### src/rtl/fda_pkg.sv
package fda_pkg;
    typedef enum logic [1:0] {
        ST_IDLE  = 2'd0,
        ST_PLANE = 2'd1,
        ST_EMIT  = 2'd2
    } fda_state_t;
endpackage

### src/rtl/fda_delay_line.sv
module fda_delay_line #(
    parameter int TAPS = 16,
    parameter int DW   = 16
) (
    input  logic                           clk,
    input  logic                           rst_n,
    input  logic                           shift_en,
    input  logic [DW-1:0]                  din,
    output logic [TAPS-1:0][DW-1:0]        taps
);
    always_ff @(posedge clk) begin
        if (!rst_n)
            taps <= '0;
        else if (shift_en)
            taps <= {taps[TAPS-2:0], din};
    end
endmodule

### src/rtl/fda_coef_bank.sv
module fda_coef_bank #(
    parameter int TAPS = 16,
    parameter int CW   = 16,
    localparam int AW  = $clog2(TAPS)
) (
    input  logic                    clk,
    input  logic                    rst_n,
    input  logic                    we,
    input  logic [AW-1:0]           waddr,
    input  logic [CW-1:0]           wdata,
    input  logic                    commit,
    output logic [TAPS-1:0][CW-1:0] active
);
    logic [TAPS-1:0][CW-1:0] staged;

    always_ff @(posedge clk) begin
        if (!rst_n) begin
            staged <= '0;
            active <= '0;
        end else begin
            if (commit)
                active <= staged;
            for (int k = 0; k < TAPS; k++)
                if (we && waddr == AW'(k))
                    staged[k] <= wdata;
        end
    end
endmodule

### src/rtl/fda_plane_sum.sv
module fda_plane_sum #(
    parameter int TAPS = 16,
    parameter int DW   = 16,
    parameter int CW   = 16,
    localparam int PW  = $clog2(DW),
    localparam int PSW = CW + $clog2(TAPS) + 1
) (
    input  logic [TAPS-1:0][DW-1:0] taps,
    input  logic [TAPS-1:0][CW-1:0] coefs,
    input  logic [PW-1:0]           plane,
    output logic signed [PSW-1:0]   psum
);
    always_comb begin
        psum = '0;
        for (int k = 0; k < TAPS; k++)
            if (taps[k][plane])
                psum = psum + PSW'($signed(coefs[k]));
    end
endmodule

### src/rtl/fda_fir.sv
module fda_fir #(
    parameter int TAPS  = 16,
    parameter int DW    = 16,
    parameter int CW    = 16,
    parameter int GUARD = 4,
    localparam int AW   = $clog2(TAPS),
    localparam int PW   = $clog2(DW),
    localparam int PSW  = CW + AW + 1,
    localparam int ACCW = PSW + GUARD + 1
) (
    input  logic          clk,
    input  logic          rst_n,
    input  logic          in_valid,
    input  logic [DW-1:0] in_sample,
    input  logic          coef_we,
    input  logic [AW-1:0] coef_addr,
    input  logic [CW-1:0] coef_data,
    output logic          out_valid,
    output logic [DW-1:0] out_sample
);
    import fda_pkg::*;

    localparam logic signed [ACCW-1:0] HALF = ACCW'(2 ** (GUARD - 1));
    localparam logic signed [ACCW-1:0] MAXV = ACCW'(2 ** (DW - 1) - 1);
    localparam logic signed [ACCW-1:0] MINV = -ACCW'(2 ** (DW - 1));

    fda_state_t state, nxt;
    logic                    busy, accept, last_plane;
    logic [PW-1:0]           plane;
    logic signed [ACCW-1:0]  acc, acc_next, ps_ext, rnd, scaled;
    logic signed [PSW-1:0]   psum;
    logic [DW-1:0]           sat_val;
    logic [TAPS-1:0][DW-1:0] taps;
    logic [TAPS-1:0][CW-1:0] active;

    assign busy       = (state != ST_IDLE);
    assign accept     = !busy && in_valid;
    assign last_plane = (plane == PW'(DW - 1));

    fda_delay_line #(.TAPS(TAPS), .DW(DW)) u_line (
        .clk(clk), .rst_n(rst_n), .shift_en(accept), .din(in_sample), .taps(taps)
    );

    fda_coef_bank #(.TAPS(TAPS), .CW(CW)) u_bank (
        .clk(clk), .rst_n(rst_n), .we(coef_we), .waddr(coef_addr),
        .wdata(coef_data), .commit(accept), .active(active)
    );

    fda_plane_sum #(.TAPS(TAPS), .DW(DW), .CW(CW)) u_psum (
        .taps(taps), .coefs(active), .plane(plane), .psum(psum)
    );

    // Next state
    always_comb begin
        nxt = state;
        unique case (state)
            ST_IDLE:  nxt = accept ? ST_PLANE : ST_IDLE;
            ST_PLANE: nxt = last_plane ? ST_EMIT : ST_PLANE;
            ST_EMIT:  nxt = ST_IDLE;
            default:  nxt = ST_IDLE;
        endcase
    end

    // State register
    always_ff @(posedge clk) begin
        if (!rst_n) state <= ST_IDLE;
        else        state <= nxt;
    end

    // Plane accumulation: magnitude planes add then halve, sign plane subtracts
    assign ps_ext   = {{(ACCW - PSW - GUARD){psum[PSW-1]}}, psum, {GUARD{1'b0}}};
    assign acc_next = last_plane ? (acc - ps_ext) : ((acc + ps_ext) >>> 1);

    always_ff @(posedge clk) begin
        if (!rst_n) begin
            acc   <= '0;
            plane <= '0;
        end else if (accept) begin
            acc   <= '0;
            plane <= '0;
        end else if (state == ST_PLANE) begin
            acc   <= acc_next;
            plane <= plane + 1'b1;
        end
    end

    // Round half up, then saturate
    assign rnd    = acc + HALF;
    assign scaled = rnd >>> GUARD;
    always_comb begin
        if (scaled > MAXV)      sat_val = MAXV[DW-1:0];
        else if (scaled < MINV) sat_val = MINV[DW-1:0];
        else                    sat_val = scaled[DW-1:0];
    end

    // Outputs
    always_ff @(posedge clk) begin
        if (!rst_n) begin
            out_valid  <= 1'b0;
            out_sample <= '0;
        end else begin
            out_valid <= (state == ST_EMIT);
            if (state == ST_EMIT)
                out_sample <= sat_val;
        end
    end
endmodule

### config.mk
export PLATFORM = sky130hd
export DESIGN_NAME = fda_fir
export DESIGN_NICKNAME = d
export VERILOG_FILES = /design/src/rtl/fda_pkg.sv /design/src/rtl/fda_delay_line.sv /design/src/rtl/fda_coef_bank.sv /design/src/rtl/fda_plane_sum.sv /design/src/rtl/fda_fir.sv
export SDC_FILE = /design/constraint.sdc
export NUM_CORES = 2
export LEC_CHECK = 0
export ABC_AREA = 1
export ABC_CLOCK_PERIOD_IN_PS = 20900
export BUFFER_PORTS_ARGS = -buffer_cell sky130_fd_sc_hd__buf_2
export CAP_MARGIN = 20
export CELL_PAD_IN_SITES_DETAIL_PLACEMENT = 1
export CELL_PAD_IN_SITES_GLOBAL_PLACEMENT = 1
export CORE_UTILIZATION = 35
export DETAILED_ROUTE_END_ITERATION = 10
export PLACE_DENSITY = 0.66
export SETUP_SLACK_MARGIN = 0.15
export SKIP_LAST_GASP = 1
export SLEW_MARGIN = 15
export SYNTH_ARGS = -nofsm -noshare
export SYNTH_HDL_FRONTEND = slang
export SYNTH_SLANG_ARGS = --single-unit
### constraint.sdc
create_clock -name clk -period 20.9 [get_ports clk]
set_clock_uncertainty 0.15 [all_clocks]
set_input_delay 1.045 -clock clk [delete_from_list [all_inputs] [get_ports clk]]
set_output_delay 1.045 -clock clk [all_outputs]
set_load 0.05 [all_outputs]
== After elaboration in Yosys (flattened, before gate mapping) ==
Cells that the tools add are included.

* Divide/modulo/power cells: 0
* Bitwise logic cells: 1
* Reduce and logical (&&, ||, !) cells: 22
* Add/sub/neg operators: 19
* Magnitude comparators: 3
* Equality and inequality tests: 18
* Muxes and demuxes: 54
* Shifts and indexed selects: 0
* $mul: 0

{| class="wikitable"
|+ Operator list
! kind !! count
|-
| two-way mux 21 bit || 16
|-
| adder 21 x 16 -> 21 bit || 15
|-
| binary-select mux 1 bit (select 4 bit) || 16
|-
| equality test 4 bit (second input constant) || 9
|-
| two-way mux 16 bit || 2
|-
| adder 26 x 25 -> 26 bit || 1
|-
| adder 26 x 5 -> 26 bit (second input constant) || 1
|-
| two-way mux 26 bit || 1
|-
| subtractor 26 x 25 -> 26 bit || 1
|-
| > comparator 22 x 16 -> 1 bit (second input constant) || 1
|-
| less-than comparator 22 x 16 -> 1 bit (second input constant) || 1
|-
| logical AND 1 bit || 17
|-
| two-way mux 1 bit || 17
|-
| equality test 4 x 3 -> 1 bit (second input constant) || 4
|-
| equality test 4 x 2 -> 1 bit (second input constant) || 2
|-
| less-than comparator 4 x 5 -> 1 bit (second input constant) || 1
|-
| adder 4 x 1 -> 4 bit (second input constant) || 1
|-
| equality test 4 x 1 -> 1 bit (second input constant) || 1
|-
| zero test 4 bit || 1
|-
| case mux 2 bit (2 select lines) || 1
|-
| equality test 2 x 1 -> 1 bit (second input constant) || 1
|-
| equality test 2 bit (second input constant) || 1
|-
| zero test 2 bit || 1
|-
| two-way mux 2 bit || 1
|-
| other kinds (4) || 4
|}

* Register bits: 817
* Bits in latches: 0
* Memory bits (writable): 0
* Logic and storage cells: 170
* Memory bits (read-only): 0
* Memories: 0

== Logic depth before layout (Yosys ltp) ==
* Word-level depth: 35
* Depth in mapped cells: 148

== Modules after synthesis ==
A second synthesis with hierarchy kept.

* Cell total of the unflattened synthesis: 8568
* Area total of the unflattened synthesis: 54283.3 µm²

{| class="wikitable"
|+ Modules (own cells, without submodules)
! module !! area an instance (µm²) !! cells each !! times used
|-
| fda_plane_sum || 19531.2 || 3517 || 1
|-
| fda_coef_bank || 18844.3 || 2536 || 1
|-
| fda_delay_line || 10661.5 || 1621 || 1
|-
| fda_fir || 5246.3 || 894 || 1
|}

== Worst setup path before layout ==
No wires, ideal clock.

* Path type: flip-flop to flip-flop
* From: reg plane[0]
* To: reg acc[25]
* Setup time: 109 ps
* Stages on the path, launching flop included: 137
* Slack: 2398 ps
* Buffers on the path: 3
* Period minus slack after synthesis: 18502 ps
* Data arrival time: 18243 ps
* Cell sequence: dfxtp_1 buf_4 nand2_1 nand3_1 nand2_1 nand2_1 nand2_1 inv_2 nand2_4 inv_2 buf_2 nor2_1 ha_1 fa_1 xnor2_1 o21ai_2 ha_1 a21oi_1 [101 not listed] ha_1 clkbuf_1 inv_1 nor2_1 nor2_1 o21bai_1 a21oi_1 o21bai_1 nand2_1 inv_1 nor2_1 nor2_1 nor2_1 nand3b_1 nand3_1 nand3_1 nand2_1 inv_1

* Cells in the longest elaborated chain, start to end: 35
* Elaborated cells on any way between the ends: 67
* Classes of those cells: add/sub (17); eq/ne (1); mux (49)

{| class="wikitable"
|+ Ends and longest elaborated chain
! item !! RTL line !! RTL
|-
| start, declared || fda_fir.sv:29 || <nowiki>logic [PW-1:0] plane;</nowiki>
|-
| start signal, assigned || fda_fir.sv:83 || <nowiki>plane <= plane + 1'b1;</nowiki>
|-
| binary-select mux 1 bit (select 4 bit) || fda_plane_sum.sv:16 || <nowiki>if (taps[k][plane])</nowiki>
|-
| two-way mux 1 bit (not written as such) || fda_plane_sum.sv:16 ||
|-
| two-way mux 21 bit || fda_plane_sum.sv:16 ||
|-
| adder 21 x 16 -> 21 bit || fda_plane_sum.sv:17 || <nowiki>psum = psum + PSW'($signed(coefs[k]));</nowiki>
|-
| two-way mux 21 bit || fda_plane_sum.sv:16 ||
|-
| adder 21 x 16 -> 21 bit || fda_plane_sum.sv:17 ||
|-
| two-way mux 21 bit || fda_plane_sum.sv:16 ||
|-
| adder 21 x 16 -> 21 bit || fda_plane_sum.sv:17 ||
|-
| [19 not listed] || -- ||
|-
| adder 21 x 16 -> 21 bit || fda_plane_sum.sv:17 ||
|-
| two-way mux 21 bit || fda_plane_sum.sv:16 ||
|-
| adder 21 x 16 -> 21 bit || fda_plane_sum.sv:17 ||
|-
| two-way mux 21 bit || fda_plane_sum.sv:16 ||
|-
| adder 21 x 16 -> 21 bit || fda_plane_sum.sv:17 ||
|-
| two-way mux 21 bit || fda_plane_sum.sv:16 ||
|-
| adder 26 x 25 -> 26 bit / subtractor 26 x 25 -> 26 bit (equally long branches) || fda_fir.sv:72 || <nowiki>assign acc_next = last_plane ? (acc - ps_ext) : ((acc + ps_ext) >>> 1);</nowiki>
|-
| two-way mux 26 bit * || fda_fir.sv:72 ||
|-
| end signal, assigned || fda_fir.sv:82 || <nowiki>acc <= acc_next;</nowiki>
|-
| end, declared || fda_fir.sv:30 || <nowiki>logic signed [ACCW-1:0] acc, acc_next, ps_ext, rnd, scaled;</nowiki>
|}

Every way passes the cells marked *; elsewhere a longest branch is shown, timed or not. The select of a mux whose other input is x is not followed.
A chain may end at the register's enable or synchronous reset.

== Worst setup path after layout ==
Same ends and word-level chain as after synthesis.

==> summary.md <==
The overflow left after global routing came out at 0. After detailed routing, the average wire length per cell comes to 18.3 um. Entering global routing, the biggest net connects 245 pins. The library cells used most frequently in the layout, excluding fill and tap cells, are sky130_fd_sc_hd__nor2_1 (1636), sky130_fd_sc_hd__nand2_1 (1224), sky130_fd_sc_hd__o21ai_0 (926).

The via count of the first global-routing pass came out at 50300. Synthesis produced a netlist with a net count of 8109. The logs give 32.2% for the portion of the post-synthesis area used by sequential elements and 139 for the number of placement rows. In this run the worst path has a maximum fanout of 18. The switching portion of total power is 41.0%. In the synthesized netlist, the number of instances is 7705. Sequential cells account for 27.3% of the total power. For this block, the via count after detailed routing is 50100. For this design, the slowest cell found on the critical path is sky130_fd_sc_hd__o21bai_4.

The area of the die was 146000 um^2; the combinational share of power was 44.7%. Summing all placed instances gives a cell area of 52800 um^2. The synthesized area divided by synthesized cell count is 6.57 um^2. The worst setup path is captured at a register.

The worst path required time came out at 21.35 ns. The min-delay analysis places its worst path in the category register to register. The clock share of power is 28.1%. The count of routing violations after the opening detailed-route iteration was 2564; the die extent in x was 382 um. For the maximum buffer depth of the clock tree, the log shows 3. Routability-driven placement finished with a final weighted congestion of 0.874. In this run the number of cells on the critical path is 124.

Summed over all layers, the routed wires come to 177 mm. The number of max-slew violations in the final report came out at 0. The flow ran to the end, but the final reports show violations. Counting I/O delays and the setup requirement, the final critical path takes 19.63 ns. Across the run, the number of max-cap violations was 0.

The worst path uses 93.9% of the clock period. The region available for standard cell placement spans 144000 um^2. Timing would allow up to 0.0509 GHz. In this run the vertical extent of the chip is 382 um.

H-tree depth reported by CTS: 3. The number of placed instances, taps included, is 9427. The clock latency reported for the late side of the worst-skew pair came out at 0.75 ns. The worst slack at placement was -0.220 ns; the transition time at the pin with the least slew margin was 1.13 ns. Number of nets in the layout: 8104. The delay of the slowest cell on the worst path came out at 0.45 ns. The logs give 17 for the detailed-route DRC error count and 20.07 ns for the data arrival time of the critical path. The worst hold path passes through 2 cells. The number of cell instances on the worst register-to-register path works out to 124. The number of warnings issued by yosys came out at 0.

STA classifies the critical path startpoint as a register. The analysis attributes to net switching a power of 2.59 mW. The most common library cell in the layout ignoring fill and taps was sky130_fd_sc_hd__nor2_1. For the final count of hold timing violations, the log shows 0.

In the synthesized netlist the dominant register cell turns out to be sky130_fd_sc_hd__dfxtp_1. By area the synthesized netlist is led by sky130_fd_sc_hd__dfxtp_1 (32%), sky130_fd_sc_hd__nor2_1 (12%), sky130_fd_sc_hd__o21ai_0 (9.8%). Relative max-transition margin: 24.8%. For the number of antenna violations at the first check in global routing, the log shows 0. The cell with the most instances on the worst path was sky130_fd_sc_hd__nand2_1. Global routing used 23.4% of the available tracks. Input and output buffers added on the ports amount to 56. The global-route wire length before repair was 277 mm; the number of filler cells placed in the layout was 18400. The checks that failed: DRC. The detail route stage leaves a number of antenna-violating nets equal to 0. The cell area that synthesis handed to floorplanning was 50600 um^2. The biggest area contributor in the post-synthesis netlist is sky130_fd_sc_hd__dfxtp_1.

For the non-filler instance count after layout, the log shows 9675. The cell at the root of the clock tree was sky130_fd_sc_hd__clkbuf_16. The tools report the number of optimization iterations in the first detailed-route pass as 10. The share of post-route cells with drive strength above 1 works out to 11.9%. Setup violations remaining at the end of the flow were counted as 0. The dominant delay contributor by cell family on the critical path is compound AO/OA/AOI/OAI gates. Detailed placement ended at an HPWL of 122 mm.

After clock tree synthesis, the clock-pin slew on the worst setup and hold paths is 0.06 ns. Startpoint-to-endpoint class of the critical path: register to register. Counting flops with an async set or reset pin after synthesis yields a share of 0%. For the number of CTS-inserted buffers, the log shows 101.

Counting distinct cell types in the post-synthesis netlist gives 67. After routing the design area is 58800 um^2. The sum of negative setup slack is 0 ns, and the post-route worst setup slack is 1.27 ns.

The analysis attributes to cell leakage a power of 26.9 nW. The power density relative to cell area was 107 nW/um^2. The layout overhead on the synthesized area works out to 16.2%. The initial utilization of the core area, before any placement, comes to 35.2%.

Across the VDD grid, the largest voltage drop is 65.6 uV. In this run the count of I/O pins placed on the die edge is 57. Number of synthesized register bits: 814. TritonCTS built the clock tree. The synthesized design devotes to its leading area cell type 32.2% of total area.

The number of clock sinks was 814; the number of enable-type register cells in the synthesized netlist was 0. The final worst hold slack came out at 0.293 ns. For the number of antenna diodes, the log shows 0.

The number of buffers and inverters on the critical path works out to 23. The routed via count divided by cell count works out to 5.18. The internal portion of the total power is 3.72 mW.
area by class of cell:
cell class                 instances  area [um^2]  area share, %
tap                             1903         2380           4.05
inverter                         660         2490           4.24
clock inverter                    33          468          0.795
multi-input combinational       5859        32400           55.0
sequential                       814        16300           27.7
clock buffer                     142         2860           4.87
timing repair buffer             264         1950           3.31
flip-flops by register name (all words and copies together) (netlist names):
register,flops
out_sample,16
out_valid,1
u_bank.active,256
plane,4
acc,23
state,2
u_line.taps,256
u_bank.staged,256
metrics by stage:
step / utilization (%) / total power, mW
5_1_grt: 40.9 / 6.78
4_1_cts: 39.1 / 6.07
3_3_place_gp: 36.7 / 4.19
6_report: 40.9 / 6.31
2_1_floorplan: - / 3.55
3_5_place_dp: 36.8 / 4.26
what timing repair did:
| item | CTS | global route |
|---|---|---|
| resized for setup | 29 | 426 |
| setup endpoints to repair | 6 | 11 |
| pin swaps | 2 | 102 |
| setup buffers | 3 | 68 |
| gates cloned | 0 | 1 |
| hold buffers | 0 | 0 |
metal layers:
layer	wire (um)	GRT usage [%]	share of wire, %
met1	85700	31.6	48
met2	82200	39.6	46
met3	4950	2.28	2.8
met4	4220	6.16	2.4
met5	0	0	0
power groups by stage:
stage / clock network [mW] / registers, mW / logic [mW]
final: 1.77 / 1.72 / 2.82
after global routing: 1.88 / 1.73 / 3.17
after CTS: 1.82 / 1.72 / 2.53
after detailed placement: 0 / 1.75 / 2.51
after global placement: 0 / 1.75 / 2.44
after floorplan: 0 / 1.72 / 1.83
synthesized netlist by cell type, drive strengths merged (9+ instances only):
master	n
ha	347
dfxtp	814
a21o	16
o22ai	13
o21bai	33
o21ai	1042
and2	21
o31ai	23
a32oi	11
a221o	10
fa	17
a21oi	620
nand2	1286
a22oi	24
nor4	9
buf	88
nand3b	12
nor2	1669
nand3	294
nor3	37
nand4	18
inv	657
a21boi	10
o211ai	27
clkbuf	284
o21a	10
xor2	96
xnor2	80
a31oi	25
or2	70
logic make-up (layout without fill, tap and decap cells):
family / Yosys count / in the layout / share of synthesized area, %
muxes: 1 / 1 / 0.0198
AOI/OAI and AO/OA: 1899 / 1899 / 20.4
xor gates and xnor gates: 176 / 176 / 3.04
and+or+nand+nor: 3419 / 3419 / 27.0
buffers and inverters: 1032 / 1099 / 8.10
DFF: 814 / 814 / 32.2
adders and majority gates: 364 / 364 / 9.25
worst reg2reg max path, delay by kind of cell, from the launching register on:
family	cells	cell delay (ns)
flip-flops	1	0.38
AND/OR/NAND/NOR	41	5.47
XOR/XNOR	5	0.78
AO/OA/AOI/OAI	40	6.19
buffers and inverters	23	2.13
adder cells (fa/ha/maj)	15	4.42
path summary, 6_finish.rpt:
check	start	to	slack [ns]
max	plane[0]	acc[25]	1.27
min	u_bank.staged[5]	u_bank.staged[5]	0.29
max reg2reg	plane[0]	acc[25]	1.27
min reg2reg	u_bank.staged[5]	u_bank.staged[5]	0.29
Power figures use the tool's default switching activity.
